==> config.mk <==
export PLATFORM = sky130hd
export DESIGN_NAME = iucell_filter
export DESIGN_NICKNAME = d
export VERILOG_FILES = /design/src/rtl/iuf_pkg.sv /design/src/rtl/iuf_hdr_match.sv /design/src/rtl/iuf_sat_cnt.sv /design/src/rtl/iucell_filter.sv
export SDC_FILE = /design/constraint.sdc
export NUM_CORES = 1
export LEC_CHECK = 0
export ABC_AREA = 0
export BUFFER_PORTS_ARGS = -buffer_cell sky130_fd_sc_hd__buf_2
export CELL_PAD_IN_SITES_DETAIL_PLACEMENT = 0
export CELL_PAD_IN_SITES_GLOBAL_PLACEMENT = 2
export CORE_ASPECT_RATIO = 0.9
export CORE_UTILIZATION = 27
export CTS_CLUSTER_DIAMETER = 40
export DETAILED_ROUTE_END_ITERATION = 6
export HOLD_SLACK_MARGIN = 0.08
export PLACE_DENSITY_LB_ADDON = 0.1
export SLEW_MARGIN = 15
export SYNTH_ARGS = -nofsm -noshare
export SYNTH_HDL_FRONTEND = slang
export SYNTH_SLANG_ARGS = --single-unit
==> constraint.sdc <==
create_clock -name clk -period 2.7 [get_ports clk]
set_clock_uncertainty 0.1 [all_clocks]
set_input_delay 0.27 -clock clk [delete_from_list [all_inputs] [get_ports clk]]
set_output_delay 0.27 -clock clk [all_outputs]
set_load 0.01 [all_outputs]
==> src/rtl/iuf_pkg.sv <==
package iuf_pkg;

    localparam int KEY_W = 8;

    // Compared header key: order fixes the bit positions (gfc high, clp low)
    typedef struct packed {
        logic [3:0] gfc;
        logic [2:0] pti;
        logic       clp;
    } iuf_key_t;

    typedef struct packed {
        logic             en;
        logic [KEY_W-1:0] pattern;
        logic [KEY_W-1:0] mask;
    } iuf_cfg_t;

    typedef struct packed {
        logic vld;
        logic drop;
    } iuf_verdict_t;

    typedef enum logic [1:0] {
        CELL_NONE = 2'b00,
        CELL_PASS = 2'b01,
        CELL_IDLE = 2'b10
    } iuf_class_e;

    // Masked compare: mask bit 1 means the bit takes part
    function automatic logic iuf_key_hit(input iuf_key_t key, input iuf_cfg_t cfg);
        logic [KEY_W-1:0] diff;
        diff = (KEY_W'(key) ^ cfg.pattern) & cfg.mask;
        return (diff == '0);
    endfunction

endpackage

==> src/rtl/iuf_hdr_match.sv <==
module iuf_hdr_match
    import iuf_pkg::*;
#(
    parameter int VPI_W = 8,
    parameter int VCI_W = 16
) (
    input  iuf_key_t         key_i,
    input  logic [VPI_W-1:0] vpi_i,
    input  logic [VCI_W-1:0] vci_i,
    input  iuf_cfg_t         cfg_i,
    output logic             match_o
);

    logic ids_zero;
    logic key_hit;

    always_comb begin
        ids_zero = (vpi_i == '0) && (vci_i == '0);
        key_hit  = iuf_key_hit(key_i, cfg_i);
        match_o  = cfg_i.en && ids_zero && key_hit;
    end

endmodule

==> src/rtl/iuf_sat_cnt.sv <==
module iuf_sat_cnt #(
    parameter int W = 24
) (
    input  logic         clk,
    input  logic         rst,
    input  logic         clr_i,
    input  logic         inc_i,
    output logic [W-1:0] cnt_o
);

    localparam logic [W-1:0] CNT_MAX = {W{1'b1}};
    localparam logic [W-1:0] CNT_ONE = W'(1);

    always_ff @(posedge clk) begin
        if (rst) begin
            cnt_o <= '0;
        end else if (clr_i) begin
            cnt_o <= inc_i ? CNT_ONE : '0;
        end else if (inc_i && (cnt_o != CNT_MAX)) begin
            cnt_o <= cnt_o + CNT_ONE;
        end
    end

endmodule

==> src/rtl/iucell_filter.sv <==
module iucell_filter
    import iuf_pkg::*;
#(
    parameter int VPI_W = 8,
    parameter int VCI_W = 16,
    parameter int CNT_W = 24
) (
    input  logic             clk,
    input  logic             rst,
    input  logic             hdr_vld_i,
    input  logic [3:0]       gfc_i,
    input  logic [VPI_W-1:0] vpi_i,
    input  logic [VCI_W-1:0] vci_i,
    input  logic [2:0]       pti_i,
    input  logic             clp_i,
    input  logic             flt_en_i,
    input  logic [7:0]       flt_pattern_i,
    input  logic [7:0]       flt_mask_i,
    input  logic             cnt_clr_i,
    output logic             cell_vld_o,
    output logic             cell_drop_o,
    output logic [CNT_W-1:0] pass_cnt_o,
    output logic [CNT_W-1:0] idle_cnt_o
);

    localparam int NUM_CNT = 2;

    iuf_key_t     hdr_key;
    iuf_cfg_t     flt_cfg;
    logic         is_idle;
    iuf_class_e   cell_class;
    iuf_verdict_t verdict_q;
    logic [NUM_CNT-1:0]            cnt_inc;
    logic [NUM_CNT-1:0][CNT_W-1:0] cnt_val;

    always_comb begin
        hdr_key.gfc     = gfc_i;
        hdr_key.pti     = pti_i;
        hdr_key.clp     = clp_i;
        flt_cfg.en      = flt_en_i;
        flt_cfg.pattern = flt_pattern_i;
        flt_cfg.mask    = flt_mask_i;
    end

    iuf_hdr_match #(
        .VPI_W(VPI_W),
        .VCI_W(VCI_W)
    ) u_match (
        .key_i  (hdr_key),
        .vpi_i  (vpi_i),
        .vci_i  (vci_i),
        .cfg_i  (flt_cfg),
        .match_o(is_idle)
    );

    always_comb begin
        if (!hdr_vld_i)   cell_class = CELL_NONE;
        else if (is_idle) cell_class = CELL_IDLE;
        else              cell_class = CELL_PASS;
        cnt_inc[0] = (cell_class == CELL_PASS);
        cnt_inc[1] = (cell_class == CELL_IDLE);
    end

    always_ff @(posedge clk) begin
        if (rst) begin
            verdict_q <= '0;
        end else begin
            verdict_q.vld  <= (cell_class != CELL_NONE);
            verdict_q.drop <= (cell_class == CELL_IDLE);
        end
    end

    for (genvar i = 0; i < NUM_CNT; i++) begin : g_cnt
        iuf_sat_cnt #(
            .W(CNT_W)
        ) u_cnt (
            .clk  (clk),
            .rst  (rst),
            .clr_i(cnt_clr_i),
            .inc_i(cnt_inc[i]),
            .cnt_o(cnt_val[i])
        );
    end

    assign cell_vld_o  = verdict_q.vld;
    assign cell_drop_o = verdict_q.drop;
    assign pass_cnt_o  = cnt_val[0];
    assign idle_cnt_o  = cnt_val[1];

endmodule

After elaboration in Yosys (flattened, before gate mapping). Index checks and enable logic that the tools add are counted.

Word-level logic and storage cells: 31. Memories kept: 0. Bits in writable memories: 0. Bits of input ports: 53. Output and inout bits: 50. Bits in registers: 50. Memory bits (read-only): 0. Latch bits: 0.

Add/subtract/negate cells: 2. Bitwise gates (word level): 2. Order comparisons: 0. Eq/ne operators: 4. Shift-type cells: 0. Multiply operators: 0. Divide/modulo/power cells: 0. Reduce and logical (&&, ||, !) cells: 11. Muxes and demuxes: 8.

Operators by type and width (count): 2-to-1 mux 24 bit (4); adder 24 x 1 -> 24 bit (second input constant) (2); != test 24 bit (second input constant) (2); logical NOT 16 bit (1); logical NOT 8 bit (2); AND 8 bit (1); bitwise XOR 8 bit (1); nonzero test 2 bit (3); logical AND 1 bit (5); 2-to-1 mux 2 bit (2); equality test 2 x 1 -> 1 bit (second input constant) (1); equality test 2 bit (second input constant) (1); 2-to-1 mux 1 bit (2).

Depth between registers and ports, before layout.
Depth in word-level cells: 10. Gate-level depth with buffers: 9. Gate-level depth less buffers: 7.

Modules after synthesis. Synthesis repeated with hierarchy kept, for this count alone.

Cells, all modules: 324. Area, all modules: 2840.2 um^2.

By module, submodules not included: iuf_sat_cnt (area each 1287.5 um^2, seq. area each 480.5 um^2, cells each 147, times used 2); iuf_hdr_match (area each 192.7 um^2, seq. area each 0.0 um^2, cells each 24, times used 1); iucell_filter (area each 72.6 um^2, seq. area each 40.0 um^2, cells each 6, times used 1).

Least setup slack after synthesis. OpenSTA, ideal clock, no wires.

Path type: reg-to-reg. Start: reg g_cnt[1].u_cnt.cnt_o[0]. End: reg g_cnt[1].u_cnt.cnt_o[17]. Setup time: 0.070 ns. Stages on the path, launching flop included: 9. Clock period less this slack: 2.493 ns. Slack: 0.207 ns. Data arrival time: 2.323 ns. Path buffers: 1. Cell sequence: dfxtp_1 ha_1 and3_1 and3_1 and4_1 or4_1 buf_2 or4_1 a21oi_1.

Cells in the longest elaborated chain, start to end: 3. Elaborated cells on any way between the ends: 6. Classes of those cells: add/sub (1); eq/ne (1); mux (2); reduce/logical (2).

RTL lines: from (decl) (line iuf_sat_cnt.sv:8) `output logic [W-1:0] cnt_o`; from (signal assigned) (line iuf_sat_cnt.sv:18) `cnt_o <= inc_i ? CNT_ONE : '0;`; from (signal assigned) (line iuf_sat_cnt.sv:20) `cnt_o <= cnt_o + CNT_ONE;`; adder 24 x 1 -> 24 bit or != test 24 bit (tied branches) (line iuf_sat_cnt.sv:20, iuf_sat_cnt.sv:19); 2-to-1 mux 24 bit or logical AND 1 bit (tied branches) (line iuf_sat_cnt.sv:19) `end else if (inc_i && (cnt_o != CNT_MAX)) begin`; 2-to-1 mux 24 bit or nonzero test 2 bit (tied branches).

Parallel ways exist; a longest one is shown, timed or not. The select of a mux whose other input is x is not followed. A chain may end at the register's enable or synchronous reset.

Worst setup path in the final report. Ends and elaborated chain as after synthesis.

==> results <==
- The CTS tree is built.
- The met1 usage is between 20% and 30%.
- The number of clock sinks seen by CTS is 50.
- The area of the mapped netlist is ~2800 sq um.
- The number of storage elements in the synthesis netlist is 50.
- In this run the number of H-tree levels came out at 2.
- The worst pin sits at a relative slew slack of roughly three fifths.
- The number of vias per cell after detailed routing is ~5.3.
- The starting density of the core is between 20% and 30%.
- The min-delay analysis places its worst path in the category in -> reg.
- During I/O placement, the number of pins put on the boundary was ~100.
- The actual slew at the worst max-slew pin is ~0.60 ns.
- For this run, the post-layout net count is 520.
- For the finished layout, the period the worst path requires is 2.62 ns.
- By area the synthesized netlist is led by sky130_fd_sc_hd__dfxtp_1, sky130_fd_sc_hd__a21oi_1, sky130_fd_sc_hd__or3_1, sky130_fd_sc_hd__or4_1, sky130_fd_sc_hd__nand2_1.
- The die area is 10,900 sq um.
- For the worst setup path, the data arrival time is 2.75 ns.
- Compared with the post-synthesis result, the final layout area differs by 30.7%.
- The detailed router placed 3,150 vias in this run.
- The peak ir drop on the vdd network is between 0.0002 and 0.00025 V.
- The run finished with clean final reports.
- Global routing consumed, over all layers together, approximately 17% of the routing resources.
- The tightest hold path in the finished design has a slack of 0.154 ns.
- Setup violations remaining at the end of the flow were counted as 0.
- Buffers inserted to repair hold after CTS numbered 0.
- The violation count after the first detailed-route iteration is approximately 120.
- The setup path with the least slack is of type reg -> reg.
- The number of global-route vias before repair was 2,935.
- The remaining design rule violation count is 0.
- The worst setup path is launched from a flop.
- Of the cells placed in the final design, the portion with a size suffix greater than 1 is 29.6%.
- The routability congestion estimate from global placement is between 0.7 and 0.8.
- The largest area contributor in the synthesized netlist is sky130_fd_sc_hd__dfxtp_1.
- The sequential-to-total area share from yosys stat is between 30% and 40%.
- The net count after synthesis is between 400 and 500.
- Derived from the worst setup path, the maximum achievable clock frequency is 0.382 GHz.
- Of all flip-flops after synthesis, the portion carrying an async set or reset was 0%.
- The first global-routing pass estimated between 10,000 and 15,000 um of wire.
- The data required time at the worst endpoint is around 2.8 ns.
- The port buffer count is about 100.
- For this run, the number of Yosys warnings is 0.
- The initial antenna violation count is 0.
- The final global-route overflow total is 0.
- The areal power density over the cells is slightly above 400 nW/um^2.
- The first TritonRoute pass finished after 4 iterations.
- The clock reaches the later pin of the worst-skew pair after about 0.29 ns.
- The final-report max-slew violation count is 0.
- Counting flops with a built-in enable in the synthesized netlist gives 0.
- In the global route stage, met3 resource usage came out at ~3.8%.
- The sort of element at the end of the critical path is a flop.
- Setup repair after global routing left no endpoint under its margin.
- The clock-pin slew on the worst setup and hold paths is about 0.070 ns.
- The number of buffers inserted during clock tree synthesis is 5.
- After layout, the worst path uses a little over nine tenths of the clock period.
- The root buffer cell chosen for the clock tree is sky130_fd_sc_hd__clkbuf_16.
- The largest net degree at the start of global routing is 27.
- The chip width is ~110 um.
- After detailed routing, the total wire length is 9140 um.
- Dividing the detail-routed wire length by the instance count gives between 15 and 20 um.
- The worst-case clock buffer depth is 2.
- The hold violation total from the final report came to 0.
- The synthesized netlist contains 44 unique library cells.
- Of the post-synthesis cell area, the dominant cell type holds roughly a third.
- The most instantiated flip-flop cell in the synthesis netlist is sky130_fd_sc_hd__dfxtp_1.
- After legalization and detailed placement, the total HPWL measured just under 7000 um.
- The chip height is slightly below 100 um.
- The maximum net fanout on the critical path is 17.
- The total power is around 0.0015 W.
- The layout has 1,112 filler cells.
- The floorplan step defined a core boundary enclosing between 10,000 and 15,000 sq um.
- Across the run, the number of max-cap violations was 0.
- Summed over all cells, the static leakage comes to 1.44 nW.
- The number of standard cells after synthesis is ~360.
- The busiest layer in global routing is met2.
- The number of nets with antenna violations after routing is 0.
- A synthesized cell averages a little under 8 sq um.
- The fraction of met2 tracks used by global routing is between 20% and 30%.
- Row generation in the floorplan step produced 35 rows.
- The number of antenna cells inserted is 0.
-- final timing paths --
check                      startpoint                        to  slack [ns]  depth (start not counted)
max           g_cnt[1].u_cnt.cnt_o[0]  g_cnt[1].u_cnt.cnt_o[17]        0.08                          8
min                         hdr_vld_i                cell_vld_o        0.15                          3
max reg2reg   g_cnt[1].u_cnt.cnt_o[0]  g_cnt[1].u_cnt.cnt_o[17]        0.08                          8
min reg2reg  g_cnt[1].u_cnt.cnt_o[12]  g_cnt[1].u_cnt.cnt_o[12]        0.39                          2
-- cells by family (layout without fill, tap and decap cells) --
| group | Yosys count | in the layout | share of synthesized area (%) |
|---|---|---|---|
| compound gates | 84 | 84 | 18.1 |
| fa+ha+maj | 2 | 2 | 0.882 |
| mux | 8 | 8 | 2.87 |
| xor+xnor | 8 | 8 | 2.47 |
| simple gates | 180 | 180 | 36.3 |
| flops | 50 | 50 | 35.3 |
| buf+inv | 27 | 134 | 4.14 |
-- critical path, stage by stage (launching register included) --
cell	delay, ns
sky130_fd_sc_hd__dfxtp_1	0.31
sky130_fd_sc_hd__ha_1	0.20
sky130_fd_sc_hd__and3_1	0.21
sky130_fd_sc_hd__and3_1	0.18
sky130_fd_sc_hd__and4_1	0.20
sky130_fd_sc_hd__or4_1	0.51
sky130_fd_sc_hd__buf_6	0.18
sky130_fd_sc_hd__or4_1	0.52
sky130_fd_sc_hd__a21oi_2	0.14
-- cell type report --
| cell class | instances | area (sq um) | area share, % |
|---|---|---|---|
| repair buffers | 118 | 647 | 17.4 |
| flip-flops and latches | 50 | 1000 | 27.0 |
| inverters | 8 | 30.0 | 0.809 |
| clock buffers | 7 | 143 | 3.84 |
| multi-input cells | 282 | 1720 | 46.4 |
| well taps | 129 | 161 | 4.35 |
| clock inverters | 1 | 5.00 | 0.135 |
-- through the flow --
| stage | TNS, ns | worst slack, ns | cell area, sq um | utilization (%) | std cells |
|---|---|---|---|---|---|
| finish | 0 | 0.0798 | 3710 | 36.2 | 595 |
| global route | 0 | 0.0102 | 3710 | 36.2 | 595 |
| CTS | 0 | 0.0731 | 3700 | 36.1 | 595 |
| detailed placement | -0.00828 | -0.00828 | 3550 | 34.7 | 587 |
| global placement | 0 | 0.00748 | 3550 | 34.7 | 587 |
| floorplan | 0 | 0.207 | 2840 | - | 359 |
-- routing by layer --
layer | wire, um | up-vias
li1 | - | 1580
met1 | 4530 | 1453
met2 | 3960 | 111
met3 | 560 | 6
met4 | 87 | 0
met5 | 0 | -
-- cell usage after synthesis (all sizes together), types with 10 or more instances --
master / number
o31ai: 16
dfxtp: 50
clkbuf: 16
nor2: 14
nand2: 35
or4: 18
a21oi: 35
o21ai: 16
nor4: 10
nand3: 19
and2: 12
nand4: 19
or3: 24
-- state kept, by name, indices dropped and copies added, names as in the netlist --
name,count
cell_vld_o,1
cell_drop_o,1
g_cnt.u_cnt.cnt_o,48
-- power by group --
group | internal (W) | leakage [nW] | switching (W)
registers | 0.000739 | 0.403 | 0.00000139
logic | 0.0000571 | 0.968 | 0.0000701
clock network | 0.000369 | 0.0739 | 0.000289
-- cells in the final DEF (no fill, tap or decap), drive strengths merged, types with 2 or more instances in the layout --
cell type and count:
a21oi 35, a22oi 4, and2 12, and3 8
and4 7, buf 118, clkbuf 7, dfxtp 50
ha 2, inv 8, mux2i 7, nand2 35
nand3 19, nand4 19, nor2 14, nor3 7
nor4 10, o211ai 2, o21ai 16, o311ai 2
o31ai 16, or2 3, or3 24, or4 18
xor2 8
-- repair_timing --
action / 4_1_cts / 5_1_grt
setup buffers: 0 / 0
gates resized for setup: 0 / 2
setup endpoints to repair: 0 / 3
Power figures use the tool's default switching activity.
